[src/rtl/tx_ring_engine.sv]
`timescale 1ns/1ps
module tx_ring_engine #(
  parameter int AW     = 32,
  parameter int LEN_W  = 16,
  parameter int ENQ_W  = 8,
  parameter int PEND_W = 16
) (
  input  logic              clk,
  input  logic              rst_n,
  input  logic              dma_en,
  input  logic              irq_en,
  input  logic              irq_ack,
  input  logic [AW-1:0]     desc_base,
  input  logic [LEN_W-1:0]  desc_bytes,
  input  logic [AW-1:0]     stat_base,
  input  logic [LEN_W-1:0]  stat_bytes,
  input  logic              enq_valid,
  input  logic [ENQ_W-1:0]  enq_cnt,
  output logic [AW-1:0]     desc_cur,
  output logic [AW-1:0]     stat_cur,
  output logic              mem_req,
  output logic              mem_we,
  output logic [AW-1:0]     mem_addr,
  output logic [31:0]       mem_wdata,
  input  logic              mem_ack,
  input  logic [31:0]       mem_rdata,
  output logic              frm_valid,
  input  logic              frm_ready,
  output logic [AW-1:0]     frm_addr,
  output logic [11:0]       frm_len,
  output logic              frm_eof,
  input  logic              done_valid,
  input  logic              done_ok,
  input  logic              done_nocarrier,
  input  logic              done_late_coll,
  input  logic              done_underrun,
  input  logic              done_excess_coll,
  input  logic [4:0]        done_coll_cnt,
  output logic              tx_irq
);

  localparam int DESC_STEP = 8;
  localparam int STAT_STEP = 4;

  typedef enum logic [2:0] {S_IDLE, S_RD0, S_RD1, S_SEND, S_WAIT, S_WRS} st_t;

  st_t               st;
  logic [PEND_W-1:0] pend;
  logic [AW-1:0]     d_cur, s_cur;
  logic [AW-1:0]     buf_addr;
  logic [31:0]       word1;
  logic              r_ok, r_lcrs, r_ow, r_txu, r_xc;
  logic [4:0]        r_nc;
  logic              done_flag;

  logic              rec_done;
  logic              aborted;
  logic [AW-1:0]     d_step, s_step, d_end, s_end, d_next, s_next;
  logic [PEND_W-1:0] pend_add;

  assign aborted  = word1[15];
  assign rec_done = (st == S_WRS) && mem_ack;

  assign d_step = d_cur + AW'(DESC_STEP);
  assign s_step = s_cur + AW'(STAT_STEP);
  assign d_end  = desc_base + AW'(desc_bytes);
  assign s_end  = stat_base + AW'(stat_bytes);
  assign d_next = (d_step >= d_end) ? desc_base : d_step;
  assign s_next = (s_step >= s_end) ? stat_base : s_step;

  assign pend_add = enq_valid ? PEND_W'(enq_cnt) : '0;

  assign mem_req   = (st == S_RD0) || (st == S_RD1) || (st == S_WRS);
  assign mem_we    = (st == S_WRS);
  assign mem_addr  = (st == S_WRS) ? s_cur :
                     (st == S_RD1) ? d_cur + AW'(4) : d_cur;
  assign mem_wdata = {1'b1, r_ok, aborted, r_lcrs, 1'b0, r_ow, r_txu, r_xc,
                      3'b000, r_nc, 1'b0, word1[30:16]};

  assign frm_valid = (st == S_SEND);
  assign frm_addr  = buf_addr;
  assign frm_len   = word1[11:0];
  assign frm_eof   = word1[31];

  assign desc_cur = d_cur;
  assign stat_cur = s_cur;
  assign tx_irq   = done_flag && irq_en;

  always_ff @(posedge clk or negedge rst_n) begin
    if (!rst_n) begin
      st <= S_IDLE;
    end else begin
      case (st)
        S_IDLE: if (dma_en && pend != '0) st <= S_RD0;
        S_RD0:  if (mem_ack) st <= S_RD1;
        S_RD1:  if (mem_ack) st <= mem_rdata[15] ? S_WRS : S_SEND;
        S_SEND: if (frm_ready) st <= S_WAIT;
        S_WAIT: if (done_valid) st <= S_WRS;
        S_WRS:  if (mem_ack) st <= S_IDLE;
        default: st <= S_IDLE;
      endcase
    end
  end

  always_ff @(posedge clk or negedge rst_n) begin
    if (!rst_n) begin
      pend <= '0;
    end else begin
      pend <= pend + pend_add - (rec_done ? PEND_W'(1) : '0);
    end
  end

  always_ff @(posedge clk or negedge rst_n) begin
    if (!rst_n) begin
      d_cur <= '0;
      s_cur <= '0;
    end else if (st == S_IDLE && !dma_en) begin
      d_cur <= desc_base;
      s_cur <= stat_base;
    end else if (rec_done) begin
      d_cur <= d_next;
      s_cur <= s_next;
    end
  end

  always_ff @(posedge clk or negedge rst_n) begin
    if (!rst_n) begin
      buf_addr <= '0;
      word1    <= '0;
    end else if (mem_ack && st == S_RD0) begin
      buf_addr <= mem_rdata[AW-1:0];
    end else if (mem_ack && st == S_RD1) begin
      word1 <= mem_rdata;
    end
  end

  always_ff @(posedge clk or negedge rst_n) begin
    if (!rst_n) begin
      {r_ok, r_lcrs, r_ow, r_txu, r_xc} <= '0;
      r_nc <= '0;
    end else if (st == S_RD1 && mem_ack) begin
      {r_ok, r_lcrs, r_ow, r_txu, r_xc} <= '0;
      r_nc <= '0;
    end else if (st == S_WAIT && done_valid) begin
      r_ok   <= done_ok;
      r_lcrs <= done_nocarrier;
      r_ow   <= done_late_coll;
      r_txu  <= done_underrun;
      r_xc   <= done_excess_coll;
      r_nc   <= done_coll_cnt;
    end
  end

  always_ff @(posedge clk or negedge rst_n) begin
    if (!rst_n)        done_flag <= 1'b0;
    else if (rec_done) done_flag <= 1'b1;
    else if (irq_ack)  done_flag <= 1'b0;
  end

endmodule

[config.mk]
export PLATFORM = sky130hd
export DESIGN_NAME = tx_ring_engine
export DESIGN_NICKNAME = d
export VERILOG_FILES = /design/src/rtl/tx_ring_engine.sv
export SDC_FILE = /design/constraint.sdc
export NUM_CORES = 1
export LEC_CHECK = 0
export BUFFER_PORTS_ARGS = -buffer_cell sky130_fd_sc_hd__buf_4
export CAP_MARGIN = 20
export CORE_ASPECT_RATIO = 0.75
export CORE_MARGIN = 3
export CORE_UTILIZATION = 59
export DETAILED_ROUTE_END_ITERATION = 10
export GPL_ROUTABILITY_DRIVEN = 0
export PLACE_DENSITY = 0.87
export RECOVER_POWER = 100
export SYNTH_ARGS = -nofsm -noshare
export SYNTH_HDL_FRONTEND = slang
export SYNTH_SLANG_ARGS = --single-unit
[constraint.sdc]
create_clock -name clk -period 11 [get_ports clk]
set_input_delay 3.3 -clock clk [delete_from_list [all_inputs] [get_ports clk]]
set_output_delay 3.3 -clock clk [all_outputs]
set_load 0.05 [all_outputs]
==> results.md, run 1 <==
- Worst vdd ir: slightly below 0.0003 V
- Netlist Area Pre-Place: between 10000 and 15000 µm²
- Clock sinks: ~160
- Hold Crit Depth: 1
- Via count: 12800
- Post-Syn Instances: 1510
- Yosys top cell area share: 29.5%
- Post-Route Skew: 0.0167 ns
- Worst-skew pair later-pin latency: about 0.44 ns
- Worst slew margin: -243%
- Antenna diodes: 0
- Pwr/cell area: roughly 340 nW/µm²
- Max frequency: between 0.1 and 0.15 GHz
- Tcrit/Tclk final: a little over four fifths
- Worst-path clk slew: around 0.07 ns
- Hold/Removal Path Class: flip-flop to flip-flop
- Yosys warnings: 0
- Layout cells sized above 1: 15.5%
- Hold slack: about 0.49 ns
- Initial DRC count: around 1700
- Wire per inst: 20.1 µm
- Tmin final: 9.32 ns
- Port Buf Inserts: 325
- Max H-tree Level: 4
- CP cell instances: clkbuf_1, ha_1, nand2_1, o21ai_0, nand4_1, a21boi_0, a311o_1, nand4_1, xor2_1, ha_1, a21o_1, a21o_1, a21oi_1, o211ai_1, a211oi_1, buf_12, nor2_1, mux2_1
- Ys async rst share: 100%
- Ports: 332
- Avg Cell Area, Syn: between 8 and 9 µm²
- Top cells by count, synth: nand2_1, dfrtp_1, ha_1, a21oi_1, nor2_1
- CP arrival: 9.64 ns
- Number of max-cap violations: 6
- Critical path type: input port to flip-flop
- Fin worst setup slack: roughly 1.7 ns
- CTS Buffer Depth: 2
- CTS Buf Count: 17
- Critical Path End Type: flip-flop
- Crit path largest cell delay: between 2 and 2.5 ns
- Final #Nets: just over 2000
- Postcts setup bufs: 0
- Layout filler cell count: ~1700
- Tot GR Track Use: between 30% and 40%
- DRT Wirelength: between 40000 and 50000 µm
- Slew @ Worst Pin: just over 5 ns
- Chip height: ~140 µm
- Global-route wire length before repair: around 64000 µm
- Number of iterations in the first detailed-routing pass: 6
- Number of global-route vias before repair: 12200
- Leading area contributor after synthesis: dfrtp_1
- Critical Path Fanout Max: 38
- Post-synthesis sequential area ratio: slightly below 30%
- DP Worst Slack: 2.40 ns
- Max Slew Vio Count: between 300 and 400
- Root buf cell: clkbuf_16
- Total congestion overflow: 0
- DP HPWL: about 32000 µm
- Number of synthesized flops with an enable pin: 0
- Worst EP required: around 11 ns
- FF+latch count, synth: around 160
- Setup violators final: 0
- Cts hold-fix bufs: 0
- Reg2Reg Depth: 15
- Area Growth Syn to Fin: 18.5%
- RSZ-0062 raised after global routing: no
- Die X: 178 µm
- Crit path max-delay cell type: a211oi_1
- Main synth FF type: dfrtp_1
- Yosys cell types: 80
- Reg area: 3880 µm²
- Multi-input logic area: 8560 µm²
- TritonCTS clock tree: yes
- Drt drc: 0
- Final setup TNS: 0 ns
- Outcome: finished, violations left
- Starting Density: roughly three fifths
- Core Area: between 20000 and 25000 µm²
- Hold Fails Final Rpt: 0
- Critical path startpoint category: input port
- Top-count cell post-synth: nand2_1
- P_leak: around 7 nW
- Initial antenna violation count: 0
- Top post-synthesis cells by area: dfrtp_1, ha_1, mux2_2
- Post-route ant nets: 0
- Via density: about 6.2
- PostCTS Resize Cnt: 0
- Largest net degree at the start of global routing: between 80 and 90
- Failing checks: max-capacitance violations, max-slew violations
- Rows: 46
- Die Area: between 20000 and 25000 µm²
## registers in the layout (all words and copies together), names as in the netlist, 3 cells and up
name      flops
desc_cur     32
pend         16
st            3
frm_addr     32
r_nc          5
stat_cur     32
word1        29
## logic make-up (layout without fill, tap and decap cells)
| kind of cell | count (synthesis) | count (layout) | synth area share, % |
|---|---|---|---|
| simple gates | 477 | 477 | 17.9 |
| compound gates | 315 | 315 | 14.8 |
| buf+inv | 163 | 441 | 5.59 |
| flops | 155 | 155 | 29.5 |
| xor+xnor | 149 | 149 | 9.93 |
| fa+ha+maj | 129 | 129 | 12.4 |
| mux | 120 | 120 | 9.78 |
| other cells | 2 | 6 | 0.0571 |
## layout by cell type, fill, tap and decap left out, drive strengths merged, types with 50 or more instances in the layout
cell / synthesis / final
dfrtp: 155 / 155
buf: 47 / 157
a21oi: 85 / 85
ha: 126 / 126
o21ai: 104 / 104
inv: 76 / 82
nand2: 178 / 178
nor2: 82 / 82
clkbuf: 40 / 193
nand3: 50 / 50
mux2i: 52 / 52
xor2: 70 / 70
xnor2: 79 / 79
mux2: 68 / 68
## routing by layer
| layer | wire length, µm | up-vias | part of all wire (%) | global-route usage (%) |
|---|---|---|---|---|
| met4 | 1250 | 0 | 3.0 | 10.6 |
| li1 | - | 5875 | - | - |
| met2 | 19000 | 786 | 45 | 53.4 |
| met1 | 17000 | 6055 | 41 | 45.6 |
| met5 | 0 | - | 0 | 0 |
| met3 | 4590 | 97 | 11 | 8.29 |
## through the flow
step | area, µm² | std cells | utilization, % | power (mW)
5_1_grt | 15600 | 2080 | 72.4 | 5.58
4_1_cts | 16300 | 2080 | 75.5 | 5.54
2_1_floorplan | 13200 | 1514 | - | 3.84
3_3_place_gp | 15600 | 2048 | 72.6 | 4.77
3_5_place_dp | 15600 | 2048 | 72.6 | 4.89
6_report | 15600 | 2080 | 72.4 | 5.28
## path summary, 6_finish.rpt
check	startpoint	end	slack, ns
min in group asynchronous	rst_n	stat_cur[29]	4.69
worst min register to register	done_flag	done_flag	0.49
max in group asynchronous	rst_n	word1[27]	2.63
worst max register to register	stat_cur[4]	stat_cur[0]	4.55
worst max-delay path	stat_base[6]	stat_cur[0]	1.68
worst min-delay path	done_flag	done_flag	0.49
## cell type report
class | instances | area share, %
multi-input combinational | 1196 | 54.9
inverter | 76 | 1.83
tap | 288 | 2.31
timing repair buffer | 333 | 11.9
clock buffer | 17 | 2.73
sequential | 155 | 24.9
clock inverter | 15 | 1.37
## where the power goes
| group | internal (mW) | switching [mW] | leakage, nW |
|---|---|---|---|
| Clock | 0.316 | 0.311 | 0.306 |
| Sequential | 0.857 | 0.387 | 1.86 |
| Combinational | 1.02 | 2.39 | 4.81 |
| Total | 2.20 | 3.09 | 6.97 |
## critical path, delay by kind of cell
kind,cells,cell delay (ns)
xor+xnor,1,0.17
simple gates,4,0.54
buf+inv,2,0.41
fa+ha+maj,2,0.66
mux,1,0.36
compound gates,8,4.16
Power figures use the tool's default switching activity.
==> inputs of run 2 (changes only) <==
--- a/config.mk
+++ b/config.mk
@@ -5,14 +5,15 @@
 export SDC_FILE = /design/constraint.sdc
 export NUM_CORES = 1
 export LEC_CHECK = 0
+export ABC_AREA = 1
 export BUFFER_PORTS_ARGS = -buffer_cell sky130_fd_sc_hd__buf_4
 export CAP_MARGIN = 20
 export CORE_ASPECT_RATIO = 0.75
 export CORE_MARGIN = 3
-export CORE_UTILIZATION = 59
+export CORE_UTILIZATION = 51
 export DETAILED_ROUTE_END_ITERATION = 10
 export GPL_ROUTABILITY_DRIVEN = 0
-export PLACE_DENSITY = 0.87
+export PLACE_DENSITY = 0.79
 export RECOVER_POWER = 100
 export SYNTH_ARGS = -nofsm -noshare
 export SYNTH_HDL_FRONTEND = slang
==> constraint.sdc (replaced) <==
create_clock -name clk -period 8.2 [get_ports clk]
set_input_delay 2.46 -clock clk [delete_from_list [all_inputs] [get_ports clk]]
set_output_delay 2.46 -clock clk [all_outputs]
set_load 0.05 [all_outputs]
==> run 2 against run 1 <==
Net effect:
- the flow still finishes with violations (max-capacitance violations, max-slew violations)
- worst setup slack worse by 0.55 ns
- via count up 22%
- synthesized cell count is 41% higher
- clock skew is 0.0029 ns lower
- area after synthesis increased by 8.2%
- worst hold slack better by 0.00065 ns
- clock power rose by 43%
- register-to-register slack got worse by 1.9 ns
- clock-buffer cell count grew 1
- cell count increased by 34%
- sequential power rose by 27%
==> results.md, run 2 <==
- Outcome: finished, violations left
- Failing checks: max-capacitance violations, max-slew violations
- Postcts setup bufs: 0
- Tot GR Track Use: between 30% and 40%
- DRT Wirelength: between 40000 and 50000 µm
- Layout filler cell count: 2658
- Antenna diodes: 0
- Most frequent cells in the layout: nand2_1, inv_1, nand3_1
- Worst path most repeated cell: inv_2
- Largest net degree at the start of global routing: 96
- Chip height: ~150 µm
- Crit path max-delay cell type: nor2_1
- Final setup TNS: 0 ns
- Hold Fails Final Rpt: 0
- P_leak: between 8 and 9 nW
- Area Growth Syn to Fin: 18.2%
- Leading area contributor after synthesis: dfrtp_1
- Critical Path End Type: output pin
- Root buf cell: clkbuf_16
- Post-synthesis sequential area ratio: between 20% and 30%
- Max Slew Vio Count: roughly 130
- Max H-tree Level: 4
- FF+latch count, synth: about 160
- Post-route ant nets: 0
- DP HPWL: between 30000 and 40000 µm
- CP cell instances: nor2_4, inv_2, nor2_1, inv_2, o21ai_0, clkbuf_1
- Die X: approximately 200 µm
- Top-count cell post-synth: nand2_1
- CTS Buffer Depth: 2
- Clock sinks: ~160
- Pwr/cell area: between 400 and 500 nW/µm²
- Post-Syn Instances: 2130
- Main synth FF type: dfrtp_1
- Tcrit/Tclk final: between 80% and 90%
- CP arrival: roughly 4.6 ns
- Avg Cell Area, Syn: between 6 and 7 µm²
- Final #Nets: 2698
- Worst slew margin: -230%
- Global-route wire length before repair: ~76000 µm
- Wire per inst: 17.7 µm
- Via count: roughly 16000
- Setup violators final: 0
- Number of max-cap violations: 3
- PostCTS Resize Cnt: 0
- Starting Density: a little over half
- Total congestion overflow: 0
- Rows: 52
- RSZ-0062 raised after global routing: no
- Worst vdd ir: 0.000338 V
- Yosys top cell area share: 27.3%
- Tmin final: a little over 7 ns
- Worst-path clk slew: roughly 0.070 ns
- Hold/Removal Path Class: flip-flop to flip-flop
- Die Area: between 20000 and 30000 µm²
- Critical path startpoint category: flip-flop
- Drt drc: 0
- Critical path type: flip-flop to output pin
- Netlist Area Pre-Place: between 10000 and 15000 µm²
- Worst EP required: around 5.7 ns
- Number of synthesized flops with an enable pin: 0
- CTS Buf Count: 17
- Critical Path Fanout Max: just under 50
- Crit path largest cell delay: between 1.5 and 2 ns
- Port Buf Inserts: 325
- Yosys cell types: 45
- Initial antenna violation count: 0
- Top cells by count, synth: nand2_1, inv_1, nand3_1, dfrtp_1, o21ai_0
- Cts hold-fix bufs: 0
- Max frequency: between 0.1 and 0.15 GHz
- TritonCTS clock tree: yes
- Post-Route Skew: 0.0138 ns
- Worst-skew pair later-pin latency: between 0.4 and 0.5 ns
- Tot Pwr: 7.09 mW
- Top post-synthesis cells by area: dfrtp_1, nand2_1, ha_1
- Yosys warnings: 0
- Ys async rst share: 100%
- Ports: approximately 330
- Initial DRC count: about 1300
- Slew @ Worst Pin: roughly 5.0 ns
- Number of global-route vias before repair: 14700
- Number of iterations in the first detailed-routing pass: 7
- Core Area: approximately 27000 µm²
- Layout cells sized above 1: around a tenth
- Via density: ~5.6
- Commonest non-fill, non-tap cell in the layout: nand2_1
## run 2: final timing paths
kind / startpoint / end / slack, ns / cells past startpoint
max in group asynchronous: rst_n / st[2] / 1.55 / 2
min in group asynchronous: rst_n / desc_cur[20] / 3.82 / 1
worst max-delay path: st[1] / mem_addr[9] / 1.12 / 6
worst min-delay path: frm_addr[29] / frm_addr[29] / 0.49 / 2
worst max register to register: st[1] / stat_cur[13] / 2.64 / 11
worst min register to register: frm_addr[29] / frm_addr[29] / 0.49 / 2
## run 2: worst max-delay path, delay by kind of cell, from the launching register on
family                 cells  cell delay (ns)
DFF                        1             0.45
and+or+nand+nor            2             2.13
AOI/OAI and AO/OA          1             0.38
buffers and inverters      3             1.20
## run 2: routing by layer
layer | GRT usage, % | share of wire, %
met5 | 0 | 0
met4 | 10.5 | 3.0
met3 | 7.20 | 9.8
met2 | 51.6 | 45
met1 | 42.9 | 42
## run 2: through the flow
stage	setup slack, ns	hold WS (ns)	instance area, µm²	instances	util (%)
6_report	1.12	0.489	16800	2778	61.8
5_1_grt	0.631	0.514	16800	2778	61.8
4_1_cts	1.80	0.493	17400	2775	64.1
3_5_place_dp	1.33	0.476	16800	2743	61.7
3_3_place_gp	1.51	0.469	16800	2743	61.7
2_1_floorplan	2.82	0.480	14200	2134	-
## run 2: power breakdown
group          internal (mW)  total (mW)  switching [mW]  leakage, nW
logic                   1.16        4.61            3.44         6.47
registers               1.14        1.58           0.445         1.93
clock network          0.525       0.896           0.371        0.319
total                   2.83        7.09            4.26         8.72
## run 2: logic make-up (layout without fill, tap and decap cells)
family                     Yosys count  count (layout)  synth area share (%)
adders and majority gates          129             129                  11.5
and+or+nand+nor                   1050            1050                  32.3
other                                2               6                0.0528
DFF                                155             155                  27.3
muxes                                3               3                 0.238
xor gates and xnor gates           115             115                  7.08
buffers and inverters              405             698                  11.4
AOI/OAI and AO/OA                  271             271                  10.2
## run 2: final cells by class
type	count	area [µm²]	share of cell area (%)
multi-input combinational	1574	8700	51.8
sequential	155	3880	23.1
timing repair buffer	334	1890	11.3
inverter	332	1250	7.41
tap	351	439	2.61
clock buffer	18	429	2.55
clock inverter	14	223	1.32
==> inputs of run 3 (changes only) <==
--- a/config.mk
+++ b/config.mk
@@ -13,7 +13,7 @@
 export CORE_UTILIZATION = 51
 export DETAILED_ROUTE_END_ITERATION = 10
 export GPL_ROUTABILITY_DRIVEN = 0
-export PLACE_DENSITY = 0.79
+export PLACE_DENSITY = 0.83
 export RECOVER_POWER = 100
 export SYNTH_ARGS = -nofsm -noshare
 export SYNTH_HDL_FRONTEND = slang
==> run 3 against run 2 <==
Net effect:
- the run still ends with max-capacitance violations, max-slew violations left
- wire length decreased by 1.1%
- die area unchanged
- critical path depth increased by 22
- first-iteration DRC count increased by 28%
- core utilization decreased by 0.26 points
- worst hold slack about the same
- global-route usage decreased by 0.51 points
- power decreased by 1.6%
==> results.md, run 3 (synthesis gave the netlist of run 2 again) <==
- Antenna diodes: 0
- Port Buf Inserts: 325
- Gate power share: 66.1%
- Initial DRC count: approximately 1700
- Final #Nets: 2700
- Internal power: 2.70 mW
- Hold Fails Final Rpt: 0
- Cts hold-fix bufs: 0
- Worst-path clk slew: approximately 0.070 ns
- Hold slack: approximately 0.5 ns
- Via density: about 5.7
- Max H-tree Level: 4
- Drt drc: 0
- Wire per inst: between 15 and 20 µm
- Postcts setup bufs: 0
- Worst reg2reg endpoint: desc_cur[13]
- Starting Density: between 50% and 60%
- Initial antenna violation count: 0
- Critical path startpoint category: input port
- Final setup TNS: 0 ns
- Chip height: about 150 µm
- Worst reg2reg startpoint: desc_cur[3]
- CTS Buffer Depth: 2
- Core Area: 27200 µm²
- Tcrit/Tclk final: between 80% and 90%
- Setup violators final: 0
- Die Area: about 30000 µm²
- GRT met1 Usage: around two fifths
- Pwr/cell area: roughly 420 nW/µm²
- Rows: 52
- Number of max-cap violations: 2
- Reg2Reg Depth: 24
- Max Slew Vio Count: 138
- Worst vdd ir: ~0.00027 V
- M2 GR Usage: between 50 and 60%
- Number of iterations in the first detailed-routing pass: 6
- Clock power share: between 10% and 20%
- Reg power frac: between 20% and 30%
- Post-route ant nets: 0
- Critical path type: input port to flip-flop
- RSZ-0062 raised after global routing: no
- Post-Route Skew: between 0.01 and 0.015 ns
- CP endpoint: desc_cur[13]
- Die X: between 150 and 200 µm
- PostCTS Resize Cnt: 0
- Largest net degree at the start of global routing: 96
- Ports: between 300 and 400
- Root buf cell: clkbuf_16
- Worst slew margin: -184%
- Worst EP required: between 8 and 9 ns
- Number of global-route vias before repair: approximately 14000
- Critical Path End Type: flip-flop
- Tot GR Track Use: between 30% and 40%
- Hold path startpoint: word1[2]
- Layout cells sized above 1: 9.18%
- Global-route wire length before repair: ~75000 µm
- Area Growth Syn to Fin: 17.7%
- Worst-skew pair later-pin latency: around 0.44 ns
- Hold Crit Depth: 2
- Reg-to-reg setup timing slack: roughly 3.3 ns
- Hold/Removal Path Class: flip-flop to flip-flop
- P_leak: 8.67 nW
- Worst Setup SP: desc_base[0]
- GR Layer Usage met3: roughly 8.0%
- Switching Share: 61.3%
- Commonest non-fill, non-tap cell in the layout: nand2_1
- Tmin final: slightly below 7 ns
- Total congestion overflow: 0
- P_sw: around 4.3 mW
- Max frequency: about 0.15 GHz
- CTS Buf Count: 17
- Outcome: finished, violations left
- DRT Wirelength: about 49000 µm
- Clock sinks: 155
- DP HPWL: around 39000 µm
- TritonCTS clock tree: yes
- Via count: between 15000 and 20000
- CP arrival: roughly 7 ns
- Critical Path Fanout Max: 30
- Busiest grt layer: met2
- Failing checks: max-capacitance violations, max-slew violations
- Most frequent cells in the layout: nand2_1, inv_1, nand3_1
- Slew @ Worst Pin: about 4.3 ns
run 3: cell count changes in the layout (fill, tap and decap cells not counted), sizes merged:
cell,change
inv,+1
clkbuf,+3
bufinv,-4
clkinvlp,+3
buf,-1
run 3: power groups by stage:
| stage | registers (mW) | logic, mW | clock network (mW) |
|---|---|---|---|
| 2_1_floorplan | 2.44 | 2.55 | 0 |
| 3_3_place_gp | 1.57 | 4.76 | 0 |
| 3_5_place_dp | 1.58 | 4.90 | 0 |
| 4_1_cts | 1.57 | 4.92 | 0.798 |
| 5_1_grt | 1.61 | 5.03 | 0.830 |
| 6_report | 1.58 | 4.61 | 0.791 |
run 3: layout make-up:
cell class	count	area, µm²
Clock buffer	18	429
Clock inverter	14	144
Fill cell	2644	10500
Inverter	332	1250
Multi-Input combinational cell	1574	8690
Sequential cell	155	3880
Tap cell	351	439
Timing Repair Buffer	336	1920
run 3: routing by layer:
| metal | routed length, µm | up-vias | share of wire, % |
|---|---|---|---|
| met4 | 1790 | 0 | 3.7 |
| met1 | 19800 | 7187 | 41 |
| li1 | - | 7452 | - |
| met5 | 0 | - | 0 |
| met3 | 5430 | 122 | 11 |
| met2 | 21600 | 959 | 44 |
run 3: worst min-delay path by stage:
stage / to / slack (ns)
6_report: word1[2] / 0.49
5_1_grt: word1[2] / 0.51
4_1_cts: frm_addr[8] / 0.49
3_5_place_dp: word1[19] / 0.48
3_3_place_gp: frm_addr[21] / 0.47
2_1_floorplan: pend[0] / 0.48
run 3: per-stage QoR:
step                setup WS (ns)  cell area (µm²)  cells  util, %  power, mW
finish                       1.42            16700   2780     61.6       6.98
global route                 1.10            16700   2780     61.6       7.47
CTS                          1.93            17400   2776     63.9       7.29
detailed placement           1.48            16800   2744     61.8       6.47
global placement             1.66            16800   2744     61.8       6.34
floorplan                    2.82            14200   2134        -       5.00
run 3: critical path, stage by stage:
cell	delay (ns)
buf_4	0.11
ha_1	0.20
inv_1	0.08
fa_1	0.19
nand3b_1	0.11
nand2_1	0.13
a21boi_0	0.40
inv_1	0.11
nand4_1	0.09
nand3_1	0.23
nand2_1	0.13
nand2_1	0.05
nand2_1	0.06
inv_1	0.04
ha_1	0.26
nand2_1	0.08
nor2_1	0.13
nand3_1	0.13
nor2_1	0.11
nand2_1	0.07
nand3_1	0.08
nor2_1	0.05
buf_4	0.24
nand2_1	0.42
clkbuf_1	0.76
nand2_1	0.16
nand3_1	0.12
nand2_1	0.08
